### src/rtl/irqHubPkg.sv
package irqHubPkg;

  localparam int ADDR_W = 3;

  localparam logic [ADDR_W-1:0] ADDR_FLAG_A = 3'd0;
  localparam logic [ADDR_W-1:0] ADDR_FLAG_B = 3'd1;
  localparam logic [ADDR_W-1:0] ADDR_MASK_A = 3'd2;
  localparam logic [ADDR_W-1:0] ADDR_MASK_B = 3'd3;
  localparam logic [ADDR_W-1:0] ADDR_STAT   = 3'd4;

  typedef enum logic [2:0] {
    SEL_NONE  = 3'd0,
    SEL_FLAGA = 3'd1,
    SEL_FLAGB = 3'd2,
    SEL_MASKA = 3'd3,
    SEL_MASKB = 3'd4,
    SEL_STAT  = 3'd5
  } rdSel_e;

  typedef struct packed {
    logic   clrA;
    logic   clrB;
    logic   wrMaskA;
    logic   wrMaskB;
    rdSel_e rdSel;
  } strobe_t;

endpackage

### src/rtl/irqFlagBank.sv
module irqFlagBank #(
  parameter int W = 7
) (
  input  logic         clk,
  input  logic         rstN,
  input  logic [W-1:0] evt,
  input  logic         clr,
  input  logic         wrMask,
  input  logic [W-1:0] maskIn,
  output logic [W-1:0] flags,
  output logic [W-1:0] mask,
  output logic         raise,
  output logic         emptyNext
);

  logic [W-1:0] kept;
  logic [W-1:0] fresh;
  logic [W-1:0] flagsNext;

  always_comb begin
    kept      = clr ? '0 : flags;
    fresh     = evt & ~kept;
    flagsNext = kept | evt;
    raise     = |(fresh & ~mask);
    emptyNext = (flagsNext == '0);
  end

  always_ff @(posedge clk or negedge rstN) begin
    if (!rstN) begin
      flags <= '0;
      mask  <= '1;
    end else begin
      flags <= flagsNext;
      if (wrMask) mask <= maskIn;
    end
  end

  AST_FLAG_HOLD: assert property (@(posedge clk) disable iff (!rstN)
    (!clr && evt == '0) |=> $stable(flags));

  AST_EVT_KEPT: assert property (@(posedge clk) disable iff (!rstN)
    (evt != '0) |=> ((flags & $past(evt)) == $past(evt)));

  AST_CLR_EMPTY: assert property (@(posedge clk) disable iff (!rstN)
    (clr && evt == '0) |=> (flags == '0));

  AST_MASK_ONLY_WRITE: assert property (@(posedge clk) disable iff (!rstN)
    !wrMask |=> $stable(mask));

endmodule

### src/rtl/irqHubCtrl.sv
module irqHubCtrl
  import irqHubPkg::*;
(
  input  logic              rdEn,
  input  logic              wrEn,
  input  logic [ADDR_W-1:0] addr,
  output strobe_t           strobe
);

  always_comb begin
    strobe       = '0;
    strobe.rdSel = SEL_NONE;
    if (rdEn) begin
      unique case (addr)
        ADDR_FLAG_A: begin
          strobe.clrA  = 1'b1;
          strobe.rdSel = SEL_FLAGA;
        end
        ADDR_FLAG_B: begin
          strobe.clrB  = 1'b1;
          strobe.rdSel = SEL_FLAGB;
        end
        ADDR_MASK_A: strobe.rdSel = SEL_MASKA;
        ADDR_MASK_B: strobe.rdSel = SEL_MASKB;
        ADDR_STAT:   strobe.rdSel = SEL_STAT;
        default:     strobe.rdSel = SEL_NONE;
      endcase
    end
    if (wrEn) begin
      strobe.wrMaskA = (addr == ADDR_MASK_A);
      strobe.wrMaskB = (addr == ADDR_MASK_B);
    end
  end

endmodule

### src/rtl/irqHubData.sv
module irqHubData
  import irqHubPkg::*;
#(
  parameter int A_W    = 7,
  parameter int B_W    = 6,
  parameter int DATA_W = 8
) (
  input  logic              clk,
  input  logic              rstN,
  input  logic [A_W-1:0]    evtA,
  input  logic [B_W-1:0]    evtB,
  input  strobe_t           strobe,
  input  logic [DATA_W-1:0] wrData,
  output logic [DATA_W-1:0] rdData,
  output logic              irqN
);

  localparam int NBANK = 2;

  logic [A_W-1:0] flagsA, maskA;
  logic [B_W-1:0] flagsB, maskB;
  logic [NBANK-1:0] raise;
  logic [NBANK-1:0] emptyNext;
  logic irqActive;
  logic irqNext;

  irqFlagBank #(.W(A_W)) bankA (
    .clk(clk), .rstN(rstN), .evt(evtA), .clr(strobe.clrA),
    .wrMask(strobe.wrMaskA), .maskIn(wrData[A_W-1:0]),
    .flags(flagsA), .mask(maskA), .raise(raise[0]), .emptyNext(emptyNext[0])
  );

  irqFlagBank #(.W(B_W)) bankB (
    .clk(clk), .rstN(rstN), .evt(evtB), .clr(strobe.clrB),
    .wrMask(strobe.wrMaskB), .maskIn(wrData[B_W-1:0]),
    .flags(flagsB), .mask(maskB), .raise(raise[1]), .emptyNext(emptyNext[1])
  );

  // Release has priority: an empty next state cannot hold a fresh flag anyway.
  always_comb begin
    if (&emptyNext)   irqNext = 1'b0;
    else if (|raise)  irqNext = 1'b1;
    else              irqNext = irqActive;
  end

  always_ff @(posedge clk or negedge rstN) begin
    if (!rstN) irqActive <= 1'b0;
    else       irqActive <= irqNext;
  end

  assign irqN = ~irqActive;

  always_comb begin
    rdData = '0;
    unique case (strobe.rdSel)
      SEL_FLAGA: rdData[A_W-1:0] = flagsA;
      SEL_FLAGB: rdData[B_W-1:0] = flagsB;
      SEL_MASKA: rdData[A_W-1:0] = maskA;
      SEL_MASKB: rdData[B_W-1:0] = maskB;
      SEL_STAT:  rdData[0]       = irqN;
      default:   rdData          = '0;
    endcase
  end

  AST_IRQ_NEEDS_FLAG: assert property (@(posedge clk) disable iff (!rstN)
    !irqN |-> (flagsA != '0 || flagsB != '0));

  AST_IRQ_FALL_CAUSE: assert property (@(posedge clk) disable iff (!rstN)
    $fell(irqN) |-> $past(|raise));

  AST_IRQ_RISE_EMPTY: assert property (@(posedge clk) disable iff (!rstN)
    $rose(irqN) |-> (flagsA == '0 && flagsB == '0));

endmodule

### src/rtl/pmicIrqHub.sv
module pmicIrqHub
  import irqHubPkg::*;
#(
  parameter int A_W    = 7,
  parameter int B_W    = 6,
  parameter int DATA_W = 8
) (
  input  logic              clk,
  input  logic              rstN,
  input  logic [A_W-1:0]    evtA,
  input  logic [B_W-1:0]    evtB,
  input  logic              rdEn,
  input  logic              wrEn,
  input  logic [ADDR_W-1:0] addr,
  input  logic [DATA_W-1:0] wrData,
  output logic [DATA_W-1:0] rdData,
  output logic              irqN
);

  strobe_t strobe;

  irqHubCtrl ctrl (
    .rdEn(rdEn), .wrEn(wrEn), .addr(addr), .strobe(strobe)
  );

  irqHubData #(.A_W(A_W), .B_W(B_W), .DATA_W(DATA_W)) data (
    .clk(clk), .rstN(rstN), .evtA(evtA), .evtB(evtB), .strobe(strobe),
    .wrData(wrData), .rdData(rdData), .irqN(irqN)
  );

endmodule

### config.mk
export PLATFORM = sky130hd
export DESIGN_NAME = pmicIrqHub
export DESIGN_NICKNAME = d
export VERILOG_FILES = /design/src/rtl/irqHubPkg.sv /design/src/rtl/irqFlagBank.sv /design/src/rtl/irqHubCtrl.sv /design/src/rtl/irqHubData.sv /design/src/rtl/pmicIrqHub.sv
export SDC_FILE = /design/constraint.sdc
export NUM_CORES = 1
export LEC_CHECK = 0
export BUFFER_PORTS_ARGS = -buffer_cell sky130_fd_sc_hd__buf_4
export CAP_MARGIN = 20
export CORE_UTILIZATION = 55
export CTS_CLUSTER_SIZE = 10
export DETAILED_ROUTE_END_ITERATION = 8
export PLACE_DENSITY = 0.92
export SLEW_MARGIN = 20
export SYNTH_ARGS = -nofsm -noshare
export SYNTH_HDL_FRONTEND = slang
export SYNTH_SLANG_ARGS = --single-unit
### constraint.sdc
create_clock -name clk -period 4.09 [get_ports clk]
set_input_delay 0.818 -clock clk [delete_from_list [all_inputs] [get_ports clk]]
set_output_delay 0.818 -clock clk [all_outputs]
set_load 0.02 [all_outputs]
---- Yosys cells after proc, flatten, opt, wreduce, memory -nomap -nowiden ----
Index checks and enable logic that the tools add are counted.
W data, S select, Z words.
word-level totals
  register bits ........................... 27
  input bits .............................. 28
  output and inout port bits .............. 9
  logic and storage cells ................. 44
cells by class
  equality and inequality tests ........... 9
  muxes and demuxes ....................... 13
  bitwise gates (word level) .............. 11
  reductions and logical operators ........ 6
operators with widths
  cell                  number
  $pmux W5 S4           1
  $pmux W3 S5           1
  $and A7 B7 Y7         2
  $not A7 Y7            2
  $reduce_or A13 Y1     1
  $and A6 B6 Y6         2
  $eq A3 B2 Y1 const B  4
  $not A6 Y6            2
  $eq A3 B3 Y1 const B  3
  $logic_not A7 Y1      1
  $mux W7               1
  $or A7 B7 Y7          1
  $eq A3 B1 Y1 const B  2
  $logic_not A6 Y1      1
  $mux W6               1
  $or A6 B6 Y6          1
  $pmux W1 S5           1
  $mux W1               4
  $mux W2               2
  $logic_not A3 Y1      1
  $mux W3               1
  $pmux W1 S2           1
  $reduce_and A2 Y1     1
  $reduce_bool A2 Y1    1
  $not A1 Y1            1

---- Longest topological paths before layout ----
  depth in word-level cells ............... 10
  gate-level depth with buffers ........... 7
  gate-level depth less buffers ........... 5

---- Modules after synthesis ----
From an unflattened synthesis, not the netlist that was laid out.
unflattened totals
  cells, all modules ...................... 144
  area total of the unflattened synthesis .. 1589.0 um^2
by module, submodules not included
  module                     times used  cells each  area an instance (um^2)  seq. area each (um^2)
  irqFlagBank at data.bankA  1           51          629.4                    359.1
  irqFlagBank at data.bankB  1           45          568.0                    307.8
  irqHubData                 1           35          289.0                    25.0
  irqHubCtrl                 1           13          102.6                    0.0

---- Worst setup path before layout ----
No wires, ideal clock.
  kind .................................... input to output
  start point ............................. input addr[0]
  end point ............................... output rdData[0]
  arrival time ............................ 1802 ps
  data required time ...................... 3272 ps
  slack ................................... 1470 ps
  cell stages on the path ................. 4
  path buffers ............................ 1
  cells stage by stage .................... buf_2 -> mux4_2 -> mux2i_1 -> nor2b_1
between the ends
  longest elaborated chain between the ends .. 5
  elaborated cells between the ends (all ways) .. 13
  classes of those cells .................. eq/ne: 9; mux: 3; reduce/logical: 1
RTL lines
  element                               RTL line          text
  start: declaration                    pmicIrqHub.sv:14  input logic [ADDR_W-1:0] addr,
  $eq A3 B3 Y1 (tied with other cells)  irqHubCtrl.sv:14  unique case (addr)
  $pmux W3 S5 *                         irqHubCtrl.sv:14
  $mux W3 *                             irqHubCtrl.sv:13  if (rdEn) begin
  $eq A3 B3 Y1 (tied with other cells)  irqHubData.sv:55  unique case (strobe.rdSel)
  $pmux W1 S5 *                         irqHubData.sv:55
  end: declaration                      pmicIrqHub.sv:16  output logic [DATA_W-1:0] rdData,
Every way passes the cells marked *; elsewhere a longest branch is shown, timed or not.

---- Worst setup path after layout ----
Same ends and word-level chain as after synthesis.

==> results.py <==
metrics = {
    "power": {
        "seqPwrFrac": 0.578,
        "fin_total_pwr_uw": 594.8,
        "net-switching-power_uw": 156.7,
        "ir_worst_vdd_v": 0.0002540,
        "clockPowerShare": 0.196,
        "combPwrFrac": 0.226,
        "switching_share": 0.2634,
        "power.internal_uw": 438.1,
        "leakage_nw": 0.7036,
        "power_density_nw_per_um2": 341.8,
    },
    "sta": {
        "setup_slack_ps": 1376,
        "clock-skew-final_ps": 2.392,
        "setup_viol": 0,
        "holdWs_ps": 381.0,
        "maxSlewViolCount": 0,
        "period_minus_slack_ps": 2714,
        "post-route-period-util": 0.6635,
        "slew_headroom": 0.5337,
        "rsz0062_at_grt": "no",
        "max_freq_mhz": 368.5,
        "hold_viol": 0,
        "tightest_slew_ps": 695.7,
        "tns_ps": 0,
    },
    "cells_and_area": {
        "fin_nets": 187,
        "multi_input_area_sq_um": 718.2,
        "drive_gt1_frac": 0.4367,
        "layout.cells.most_common_list": "buf_4, nand2b_1, dfrtp_1",
        "stdcell_count": 188,
        "stdcell_area_sq_um": 1740,
        "final_common_cell": "buf_4",
        "n_fill_cell": 194,
        "area_growth_pct": 19.30,
        "final_core_utilization": 0.6962,
        "ff_latch_area_sq_um": 691.9,
        "antennaDiodeCount": 0,
    },
    "detailed_routing": {
        "route.detailed.drc": 0,
        "drt-total-wl_um": 3309,
        "avgRoutedWirePerCell_um": 17.60,
        "dr.pass1.iters": 4,
        "antenna_left": 0,
        "drt_iter0_markers": 23,
        "via_count": 1140,
        "viasPerCell": 6.064,
    },
    "yosys": {
        "synthesis.nets": 154,
        "synth_cell_types": 29,
        "synth-warning-count": 0,
        "ys_seq_area_frac": 0.4743,
        "ys_ff_latch": 27,
        "synth_area_sq_um": 1459,
        "synth_cells": 126,
        "synth.avg_cell_area_sq_um": 11.58,
    },
    "global_routing": {
        "grt_pass1_wl_um": 5057,
        "grt_use_total": 0.2592,
        "grt_max_degree": 28,
        "grt_pass1_vias": 1098,
        "antenna_found_initial": 0,
        "grt_overflow": 0,
    },
    "place": {
        "dpl_worst_slack_ps": 1364,
        "dp_cells": 184,
        "post-dp-hpwl_um": 2485,
        "io_buffers": 34,
        "gp_congestion": 0.8213,
        "postPlaceCellArea_sq_um": 1714,
    },
    "clock_network": {
        "clk-insertion-delay-late_ps": 320,
        "numClockSinks": 27,
        "ctsHoldBuffers": 0,
        "cts_root_buf": "clkbuf_4",
        "ctsResizeCount": 0,
        "cts-buffers-inserted": 3,
        "cts.path.max_buffers": 2,
        "cts.clk_slew.worst_paths_ps": 140,
        "cts_setup_buffers": 0,
        "htreeDepth": 1,
        "cts_tree": "yes",
    },
    "floorplan": {
        "core_area_sq_um": 2500,
        "rows": 18,
        "ios": 37,
        "initial_core_util": 0.5836,
        "die_w_um": 53.50,
        "dieArea_sq_um": 2862,
        "dieHeight_um": 53.50,
    },
    "status": {
        "run_status": "completed",
    },
    "critical_path": {
        "worst_ep_required_time_ps": 3270,
        "cp-start-kind": "input pin",
        "crit_fanout": 12,
        "worstSetupPathType": "in -> out",
        "endpoint_kind": "primary output",
        "crit_arrival_ps": 1900,
    },
    "flow_run": {
        "drv_cap": 0,
    },
    "hold_path": {
        "hold_class": "in -> async",
    },
}
==> flip-flops by register name, indices dropped and copies added, names as in the netlist <==
register / cells
data.bankB.flags: 6
data.bankB.mask: 6
data.bankA.flags: 7
data.irqActive: 1
data.bankA.mask: 7
==> final cells by class <==
cell class / count / share of cell area
multi-input combinational: 90 / 0.4127
sequential: 27 / 0.3976
timing repair buffer: 34 / 0.1467
tap: 30 / 0.02157
clock buffer: 4 / 0.01510
inverter: 3 / 0.006470
==> final timing paths <==
check / from / endpoint / slack (ps) / depth (start not counted)
worst max-delay path: addr[0] / rdData[0] / 1380 / 5
worst min-delay path: rstN / data.bankB.flags[4]$_DFF_PN0_ / 380 / 1
worst max register to register: data.bankB.mask[4]$_DFFE_PN1P_ / data.irqActive$_DFFE_PN0P_ / 2530 / 5
worst min register to register: data.bankA.mask[6]$_DFFE_PN1P_ / data.bankA.mask[6]$_DFFE_PN1P_ / 530 / 2
max in group asynchronous: rstN / data.bankA.mask[2]$_DFFE_PN1P_ / 3410 / 1
min in group clk: data.bankA.mask[6]$_DFFE_PN1P_ / data.bankA.mask[6]$_DFFE_PN1P_ / 530 / 2
==> critical path, cell delays in order <==
cell and delay (ps):
buf_4 210, mux4_2 510, mux2i_1 140, nor2b_1 60, buf_4 150
==> per-layer routing <==
metal,GRT usage,wire (um),vias to the layer above
li1,-,-,526
met1,0.3327,1370,555
met2,0.4146,1700,53
met3,0.06034,185,6
met4,0.1184,52,0
met5,0,0,-
==> Yosys cell counts (all sizes together) <==
| library cell | count | area (sq um) |
|---|---|---|
| buf | 5 | 33.78 |
| o21ai | 2 | 10.01 |
| a21o | 11 | 82.58 |
| or4 | 1 | 7.510 |
| and3b | 1 | 8.760 |
| nand4 | 1 | 6.260 |
| mux2 | 12 | 135.1 |
| mux4 | 6 | 135.1 |
| conb | 1 | 3.750 |
| nor3 | 5 | 30.03 |
| nand2 | 5 | 18.77 |
| nand2b | 14 | 87.58 |
| dfrtp | 14 | 350.3 |
| nor4 | 3 | 18.77 |
| or4b | 1 | 10.01 |
| mux2i | 2 | 20.02 |
| a31oi | 2 | 12.51 |
| nand4bb | 1 | 11.26 |
| inv | 3 | 11.26 |
| a21oi | 12 | 60.06 |
| clkbuf | 1 | 3.750 |
| and3 | 1 | 6.260 |
| o41ai | 1 | 8.760 |
| nor2b | 6 | 37.54 |
| nor2 | 2 | 7.510 |
| dfstp | 13 | 341.6 |
==> kinds of logic after synthesis <==
kind of cell           synth area share
AO/OA/AOI/OAI                    0.1192
buffers and inverters           0.03344
flip-flops                       0.4743
multiplexers                     0.1990
other                          0.002570
AND/OR/NAND/NOR                  0.1715
==> power groups by stage <==
stage                     logic [mW]  clock network (mW)  registers, mW
after floorplan               0.0893                   0          0.339
after global placement         0.129                   0          0.345
after detailed placement       0.134                   0          0.349
after CTS                      0.135               0.117          0.344
after global routing           0.146               0.124          0.349
final                          0.134               0.116          0.344
No activity file was read; power rests on OpenSTA's default activity.
